[src/rtl/step_seq_pkg.sv]
package step_seq_pkg;
  typedef enum logic [2:0] {
    ST_IDLE,
    ST_INIT,
    ST_LOOP,
    ST_ISSUE,
    ST_DRAIN,
    ST_DONE
  } seq_state_e;
endpackage

[src/rtl/step_seq_ctrl.sv]
module step_seq_ctrl import step_seq_pkg::*; #(
  parameter int N_NEURONS  = 16,
  parameter int UNROLL     = 4,
  parameter int PIPE_DEPTH = 4,
  parameter int STEP_W     = 16,
  localparam int IDX_W      = (N_NEURONS > 1) ? $clog2(N_NEURONS) : 1,
  localparam int LOOP_TICKS = (N_NEURONS + UNROLL - 1) / UNROLL,
  localparam int LOOP_W     = (LOOP_TICKS > 1) ? $clog2(LOOP_TICKS) : 1
) (
  input  logic              clk_i,
  input  logic              rst_ni,
  input  logic              start_i,
  input  logic              coupled_i,
  input  logic [STEP_W-1:0] total_i,
  output seq_state_e        state_o,
  output logic [IDX_W-1:0]  neuron_o,
  output logic [LOOP_W-1:0] loop_o,
  output logic [STEP_W-1:0] steps_o,
  output logic [STEP_W-1:0] total_o,
  output logic              mode_o
);
  localparam int DRN_W = (PIPE_DEPTH > 1) ? $clog2(PIPE_DEPTH) : 1;
  localparam logic [IDX_W-1:0]  LAST_NRN  = IDX_W'(N_NEURONS - 1);
  localparam logic [LOOP_W-1:0] LAST_LOOP = LOOP_W'(LOOP_TICKS - 1);
  localparam logic [DRN_W-1:0]  LAST_DRN  = DRN_W'(PIPE_DEPTH - 1);

  seq_state_e        state_q, state_d;
  logic [IDX_W-1:0]  nrn_q, nrn_d;
  logic [LOOP_W-1:0] loop_q, loop_d;
  logic [STEP_W-1:0] step_q, step_d, tot_q, tot_d;
  logic [DRN_W-1:0]  drn_q, drn_d;
  logic              mode_q, mode_d;
  logic [STEP_W-1:0] step_inc;

  assign step_inc = step_q + STEP_W'(1);

  always_comb begin
    state_d = state_q;
    nrn_d   = nrn_q;
    loop_d  = loop_q;
    step_d  = step_q;
    drn_d   = drn_q;
    mode_d  = mode_q;
    tot_d   = tot_q;
    unique case (state_q)
      ST_IDLE: if (start_i) begin
        state_d = ST_INIT;
        nrn_d   = '0;
        loop_d  = '0;
        drn_d   = '0;
        step_d  = '0;
        mode_d  = coupled_i;
        tot_d   = total_i;
      end
      ST_INIT: begin
        if (nrn_q == LAST_NRN) begin
          nrn_d = '0;
          if (tot_q == '0) state_d = ST_DONE;
          else             state_d = mode_q ? ST_LOOP : ST_ISSUE;
        end else begin
          nrn_d = nrn_q + IDX_W'(1);
        end
      end
      ST_LOOP: begin
        if (loop_q == LAST_LOOP) begin
          loop_d  = '0;
          state_d = ST_ISSUE;
        end else begin
          loop_d = loop_q + LOOP_W'(1);
        end
      end
      ST_ISSUE: begin
        if (nrn_q != LAST_NRN) begin
          nrn_d   = nrn_q + IDX_W'(1);
          state_d = mode_q ? ST_LOOP : ST_ISSUE;
        end else begin
          nrn_d  = '0;
          step_d = step_inc;
          // uncoupled steps stream; drain only once at the end
          if (mode_q || step_inc == tot_q) begin
            state_d = ST_DRAIN;
            drn_d   = '0;
          end else begin
            state_d = ST_ISSUE;
          end
        end
      end
      ST_DRAIN: begin
        if (drn_q == LAST_DRN) begin
          drn_d   = '0;
          state_d = (step_q == tot_q) ? ST_DONE : ST_LOOP;
        end else begin
          drn_d = drn_q + DRN_W'(1);
        end
      end
      ST_DONE: state_d = ST_IDLE;
      default: state_d = ST_IDLE;
    endcase
  end

  always_ff @(posedge clk_i or negedge rst_ni) begin
    if (!rst_ni) begin
      state_q <= ST_IDLE;
      nrn_q   <= '0;
      loop_q  <= '0;
      step_q  <= '0;
      drn_q   <= '0;
      mode_q  <= 1'b0;
      tot_q   <= '0;
    end else begin
      state_q <= state_d;
      nrn_q   <= nrn_d;
      loop_q  <= loop_d;
      step_q  <= step_d;
      drn_q   <= drn_d;
      mode_q  <= mode_d;
      tot_q   <= tot_d;
    end
  end

  assign state_o  = state_q;
  assign neuron_o = nrn_q;
  assign loop_o   = loop_q;
  assign steps_o  = step_q;
  assign total_o  = tot_q;
  assign mode_o   = mode_q;

  AST_STEP_INC: assert property (@(posedge clk_i) disable iff (!rst_ni)
    (state_q != ST_INIT && !$stable(step_q)) |-> step_q == $past(step_q) + STEP_W'(1));
  AST_MODE_HELD: assert property (@(posedge clk_i) disable iff (!rst_ni)
    (state_q != ST_INIT && $past(state_q) != ST_IDLE) |-> $stable(mode_q) && $stable(tot_q));
endmodule

[src/rtl/step_seq_pipe.sv]
module step_seq_pipe #(
  parameter int DEPTH = 4,
  parameter int AW    = 4
) (
  input  logic          clk_i,
  input  logic          rst_ni,
  input  logic          go_i,
  input  logic [AW-1:0] addr_i,
  output logic          valid_o,
  output logic [AW-1:0] addr_o,
  output logic          busy_o
);
  logic [DEPTH-1:0] vld_q;
  logic [AW-1:0]    adr_q [DEPTH];

  for (genvar g = 0; g < DEPTH; g++) begin : g_stage
    logic          vin;
    logic [AW-1:0] ain;
    if (g == 0) begin : g_head
      assign vin = go_i;
      assign ain = addr_i;
    end else begin : g_body
      assign vin = vld_q[g-1];
      assign ain = adr_q[g-1];
    end
    always_ff @(posedge clk_i or negedge rst_ni) begin
      if (!rst_ni) begin
        vld_q[g] <= 1'b0;
        adr_q[g] <= '0;
      end else begin
        vld_q[g] <= vin;
        adr_q[g] <= ain;
      end
    end
  end

  assign valid_o = vld_q[DEPTH-1];
  assign addr_o  = adr_q[DEPTH-1];
  assign busy_o  = |vld_q;
endmodule

[src/rtl/step_seq.sv]
module step_seq import step_seq_pkg::*; #(
  parameter int N_NEURONS  = 16,
  parameter int UNROLL     = 4,
  parameter int PIPE_DEPTH = 4,
  parameter int STEP_W     = 16,
  localparam int IDX_W      = (N_NEURONS > 1) ? $clog2(N_NEURONS) : 1,
  localparam int LOOP_TICKS = (N_NEURONS + UNROLL - 1) / UNROLL,
  localparam int LOOP_W     = (LOOP_TICKS > 1) ? $clog2(LOOP_TICKS) : 1
) (
  input  logic              clk_i,
  input  logic              rst_ni,
  input  logic              start_i,
  input  logic              coupled_i,
  input  logic [STEP_W-1:0] steps_total_i,
  output logic              busy_o,
  output logic              done_o,
  output logic              init_o,
  output logic              couple_o,
  output logic [LOOP_W-1:0] loop_o,
  output logic              wgt_req_o,
  output logic              dend_go_o,
  output logic              in_rd_o,
  output logic              st_re_o,
  output logic [IDX_W-1:0]  st_raddr_o,
  output logic              st_we_o,
  output logic [IDX_W-1:0]  st_waddr_o,
  output logic              out_valid_o,
  output logic [IDX_W-1:0]  neuron_o,
  output logic [STEP_W-1:0] steps_done_o
);
  localparam logic [LOOP_W-1:0] LAST_LOOP = LOOP_W'(LOOP_TICKS - 1);

  seq_state_e        state;
  logic [IDX_W-1:0]  nrn;
  logic [STEP_W-1:0] total;
  logic              mode;
  logic              pipe_busy;
  logic [IDX_W-1:0]  pipe_addr;

  step_seq_ctrl #(
    .N_NEURONS (N_NEURONS),
    .UNROLL    (UNROLL),
    .PIPE_DEPTH(PIPE_DEPTH),
    .STEP_W    (STEP_W)
  ) u_ctrl (
    .clk_i    (clk_i),
    .rst_ni   (rst_ni),
    .start_i  (start_i),
    .coupled_i(coupled_i),
    .total_i  (steps_total_i),
    .state_o  (state),
    .neuron_o (nrn),
    .loop_o   (loop_o),
    .steps_o  (steps_done_o),
    .total_o  (total),
    .mode_o   (mode)
  );

  assign init_o    = (state == ST_INIT);
  assign couple_o  = (state == ST_LOOP);
  assign dend_go_o = (state == ST_ISSUE);
  assign done_o    = (state == ST_DONE);
  assign busy_o    = (state != ST_IDLE);
  assign wgt_req_o = couple_o;
  assign in_rd_o   = init_o | dend_go_o;
  assign st_re_o   = dend_go_o;
  assign st_raddr_o = nrn;
  assign neuron_o  = nrn;

  step_seq_pipe #(
    .DEPTH(PIPE_DEPTH),
    .AW   (IDX_W)
  ) u_pipe (
    .clk_i  (clk_i),
    .rst_ni (rst_ni),
    .go_i   (dend_go_o),
    .addr_i (nrn),
    .valid_o(out_valid_o),
    .addr_o (pipe_addr),
    .busy_o (pipe_busy)
  );

  // load writes and pipeline writes never overlap: pipe is empty during load
  assign st_we_o    = init_o | out_valid_o;
  assign st_waddr_o = init_o ? nrn : pipe_addr;

  AST_LOOP_WRAP: assert property (@(posedge clk_i) disable iff (!rst_ni)
    (dend_go_o && mode) |-> ($past(couple_o) && $past(loop_o) == LAST_LOOP));
  AST_DRAIN_EMPTY: assert property (@(posedge clk_i) disable iff (!rst_ni)
    (dend_go_o && mode && nrn == '0) |-> !pipe_busy);
  AST_LOAD_EMPTY: assert property (@(posedge clk_i) disable iff (!rst_ni)
    init_o |-> !out_valid_o);
  AST_DONE_TOTAL: assert property (@(posedge clk_i) disable iff (!rst_ni)
    done_o |-> (steps_done_o == total && !pipe_busy));
  AST_IDLE_QUIET: assert property (@(posedge clk_i) disable iff (!rst_ni)
    !busy_o |-> !(in_rd_o || wgt_req_o || st_we_o || out_valid_o));
  AST_UNC_NO_LOOP: assert property (@(posedge clk_i) disable iff (!rst_ni)
    (dend_go_o && !mode) |=> !couple_o);
endmodule

[config.mk]
export PLATFORM = sky130hd
export DESIGN_NAME = step_seq
export DESIGN_NICKNAME = d
export VERILOG_FILES = /design/src/rtl/step_seq_pkg.sv /design/src/rtl/step_seq_ctrl.sv /design/src/rtl/step_seq_pipe.sv /design/src/rtl/step_seq.sv
export SDC_FILE = /design/constraint.sdc
export NUM_CORES = 1
export LEC_CHECK = 0
export CAP_MARGIN = 0
export CORE_MARGIN = 2
export CORE_UTILIZATION = 48
export CTS_CLUSTER_DIAMETER = 150
export DETAILED_ROUTE_END_ITERATION = 10
export PLACE_DENSITY = 0.79
export SLEW_MARGIN = 30
export SYNTH_ARGS = -nofsm -noshare
export SYNTH_HDL_FRONTEND = slang
export SYNTH_SLANG_ARGS = --single-unit
[constraint.sdc]
create_clock -name clk_i -period 2.48 [get_ports clk_i]
set_input_delay 0.496 -clock clk_i [delete_from_list [all_inputs] [get_ports clk_i]]
set_output_delay 0.496 -clock clk_i [all_outputs]
set_load 0.02 [all_outputs]
==> results.json <==
{
  "timing.clock.skew_ns": 0.0153,
  "i_o_pin_total": 60,
  "drive_gt1_share_pct": 16.7,
  "syn_area_per_cell_um2": 9.28,
  "timing.critical_path.fanout_max": 12,
  "syn_inst": 367,
  "initial_utilization_pct": 49.9,
  "number_of_antenna_violations_at_the_first_check_in_global_routing": 0,
  "clk_transition_reported_paths_ns": 0.09,
  "cp_slowest_stage_delay_ns": 0.56,
  "vdd_drop_max_mv": 0.579,
  "grt_pass1_wl_mm": 14.5,
  "cts_htree_levels": 3,
  "report.final.slew_viol_count": 0,
  "design_area_mm2": 0.00447,
  "synth_cell_types": 53,
  "placeableCoreArea_mm2": 0.00683,
  "place.port_buffers": 59,
  "pin_count_of_the_biggest_net_entering_global_routing": 65,
  "path_cells": "buf_4, or3_1, clkdlybuf4s50_1",
  "final-setup-viol-count": 0,
  "synth_async_sr_flop_share_pct": 100,
  "clock_tree_from_tritoncts": "built",
  "dp_hpwl_mm": 6.51,
  "drt_iter0_drc": 141,
  "grtUsageTotal_pct": 24.4,
  "num-nets-final": 469,
  "synth_sequential_area_ratio_pct": 47.0,
  "synthesized_net_count": 391,
  "most_frequent_cells_in_the_layout": "sky130_fd_sc_hd__nand2_1, sky130_fd_sc_hd__dfrtp_1, sky130_fd_sc_hd__clkdlybuf4s50_1",
  "cts-root-to-sink-buffers": 2,
  "dr_total_vias": 3027,
  "synth_top_flop_cell": "sky130_fd_sc_hd__dfrtp_1",
  "remaining_drc_errors": 0,
  "run_status": "finished clean",
  "gp_routability_congestion": 0.951,
  "post-route-period-util_pct": 96.6,
  "maxClockFrequency_ghz": 0.417,
  "cell_taking_the_most_area_after_synthesis": "sky130_fd_sc_hd__dfrtp_1",
  "setup-tns-final_ns": 0,
  "detail_route.first_pass.iterations": 5,
  "wl_per_cell_um": 16.3,
  "finalHoldViolCount": 0,
  "synth_edf_count": 0,
  "powerDensity_mw_per_mm2": 1230,
  "final_wirelength_mm": 8.87,
  "maxSlewHeadroom_pct": 56.6,
  "synth_top_cell_area_share_pct": 47.0,
  "syn-cell-area_mm2": 0.00341,
  "tritoncts.num_buffers": 9,
  "insertedDiodeCount": 0,
  "drt-vias-per-instance": 5.54,
  "cts_hold_repair.buffers": 0,
  "crit_family": "buffers and inverters",
  "finish.utilization_pct": 65.4,
  "die-height_um": 88.2,
  "worst-setup-path-type": "reg -> out",
  "clk_latency_ns": 0.36,
  "numClockSinks": 64,
  "design_power_total_mw": 5.52,
  "synthToLayoutAreaGrowth_pct": 31.3,
  "arrival_ns": 1.90,
  "route.antenna.remaining_nets": 0,
  "setup.worst_path.end_class": "output pin",
  "critical_path.startpoint_type": "flop",
  "place_area_mm2": 0.00422,
  "most_common_cell_after_layout_fill_and_taps_aside": "sky130_fd_sc_hd__nand2_1",
  "type_of_the_worst_min_delay_path": "in -> async",
  "critical_path_buf_inv_count": 2,
  "first_global_vias": 2913,
  "crit_required_ns": 1.98,
  "static-leakage-power_nw": 2.01,
  "synth-seq-cells": 64,
  "clock_root_buffer_master": "sky130_fd_sc_hd__clkbuf_8",
  "worst_pin_slew_ns": 0.648,
  "rows": 30,
  "netlist_top_cells_area": "sky130_fd_sc_hd__dfrtp_1, sky130_fd_sc_hd__nand2_1, sky130_fd_sc_hd__xnor2_1",
  "floorplan.die.width_um": 88.2,
  "cap_viol_max_count": 0,
  "num-fill-cells": 612,
  "fp.dieArea_mm2": 0.00779,
  "grt.overflow.total": 0,
  "yosysWarnings": 0,
  "timing.final.crit_period_ns": 2.40,
  "cpMaxStageDelayCell": "sky130_fd_sc_hd__clkdlybuf4s50_1"
}
-- cells by family after synthesis --
group | synth area share, %
AO/OA/AOI/OAI | 13.3
XOR/XNOR | 7.72
adder cells (fa/ha/maj) | 1.47
buffers and inverters | 4.26
flip-flops | 47.0
multiplexers | 1.95
AND/OR/NAND/NOR | 24.3
-- routing by layer --
metal,track usage [%],share of wire [%],vias up,wire length [um]
li1,-,-,1450,-
met5,0,0,-,0
met1,32.3,43,1439,3790
met3,3.92,5.6,17,494
met2,40.9,49,121,4390
met4,8.54,2.2,0,193
-- timing repair --
item                       CTS  global route
resized for setup           11            10
buffers inserted             0             2
pin swaps                    0             1
setup endpoints to repair   11             8
-- state kept, by name, summed over array words and instances, names as in the netlist --
register	flops
u_pipe.g_stage.vin	3
u_ctrl.state_o	3
u_ctrl.drn_q	2
u_pipe.g_stage.ain	12
u_ctrl.mode_o	1
u_pipe.addr_o	4
u_ctrl.steps_o	16
u_ctrl.loop_o	2
u_pipe.valid_o	1
u_ctrl.total_o	16
u_ctrl.neuron_o	4
-- path summary, 6_finish.rpt --
check,from,end,slack [ns],cells after the start
worst max-delay path,u_ctrl.state_o[2],busy_o,0.08,3
min in group clk_i,u_pipe.g_stage[3].ain[0],u_pipe.addr_o[0],0.35,0
worst min-delay path,rst_ni,u_ctrl.steps_o[10],0.14,2
worst max register to register,u_ctrl.steps_o[5],u_ctrl.state_o[0],0.11,8
worst min register to register,u_pipe.g_stage[3].ain[0],u_pipe.addr_o[0],0.35,0
max in group asynchronous,rst_ni,u_ctrl.steps_o[1],2.03,2
-- cell usage after synthesis, types with 2 or more instances --
master                     count
sky130_fd_sc_hd__a21o_1        4
sky130_fd_sc_hd__a21oi_1       8
sky130_fd_sc_hd__a221o_1       2
sky130_fd_sc_hd__a22o_1        2
sky130_fd_sc_hd__a31oi_1       6
sky130_fd_sc_hd__a41oi_1       2
sky130_fd_sc_hd__and3_1        4
sky130_fd_sc_hd__buf_2         4
sky130_fd_sc_hd__buf_4         9
sky130_fd_sc_hd__clkbuf_1      9
sky130_fd_sc_hd__dfrtp_1      64
sky130_fd_sc_hd__ha_1          4
sky130_fd_sc_hd__inv_1         5
sky130_fd_sc_hd__mux2_2        5
sky130_fd_sc_hd__nand2_1      77
sky130_fd_sc_hd__nand2b_1      6
sky130_fd_sc_hd__nand3_1      15
sky130_fd_sc_hd__nand4_1       8
sky130_fd_sc_hd__nor2_1       25
sky130_fd_sc_hd__nor3_1        4
sky130_fd_sc_hd__nor4_1        7
sky130_fd_sc_hd__nor4_2        2
sky130_fd_sc_hd__o211ai_1      4
sky130_fd_sc_hd__o21ai_0      21
sky130_fd_sc_hd__o22a_1        2
sky130_fd_sc_hd__o22ai_1       2
sky130_fd_sc_hd__o31ai_1       7
sky130_fd_sc_hd__o41ai_1       2
sky130_fd_sc_hd__or2_2         3
sky130_fd_sc_hd__or3_1         3
sky130_fd_sc_hd__xnor2_1      15
sky130_fd_sc_hd__xor2_1       15
-- power by group --
part / internal, mW / leakage (nW) / switching, mW
clock: 0.463 / 0.0952 / 0.439
combinational: 1.23 / 1.11 / 1.45
sequential: 1.48 / 0.798 / 0.450
total: 3.17 / 2.01 / 2.34
-- worst register-to-register path, delay by kind of cell, from the launching register on --
kind / cells / cell delay, ns
AND/OR/NAND/NOR: 3 / 0.75
buffers and inverters: 1 / 0.18
AO/OA/AOI/OAI: 4 / 0.87
flip-flops: 1 / 0.45
-- layout make-up --
class                   count  area (um^2)  share of cell area, %
flip-flops and latches     64         1610                   36.0
clock buffers               9          124                   2.77
clock inverters             7         72.6                   1.62
multi-input cells         275         1710                   38.2
repair buffers             90          820                   18.3
well taps                  96          120                   2.69
inverters                   5         18.8                  0.420
-- metrics by stage --
step | cells | hold WS [ns] | worst slack (ns)
final | 546 | 0.142 | 0.0840
after global routing | 546 | 0.176 | -0.00765
after CTS | 544 | 0.155 | 0.00950
after detailed placement | 528 | 0.336 | -0.0164
after global placement | 528 | 0.333 | 0.0709
after floorplan | 367 | 0.200 | 0.0753
Note: power is estimated with default switching activity, not from simulation.
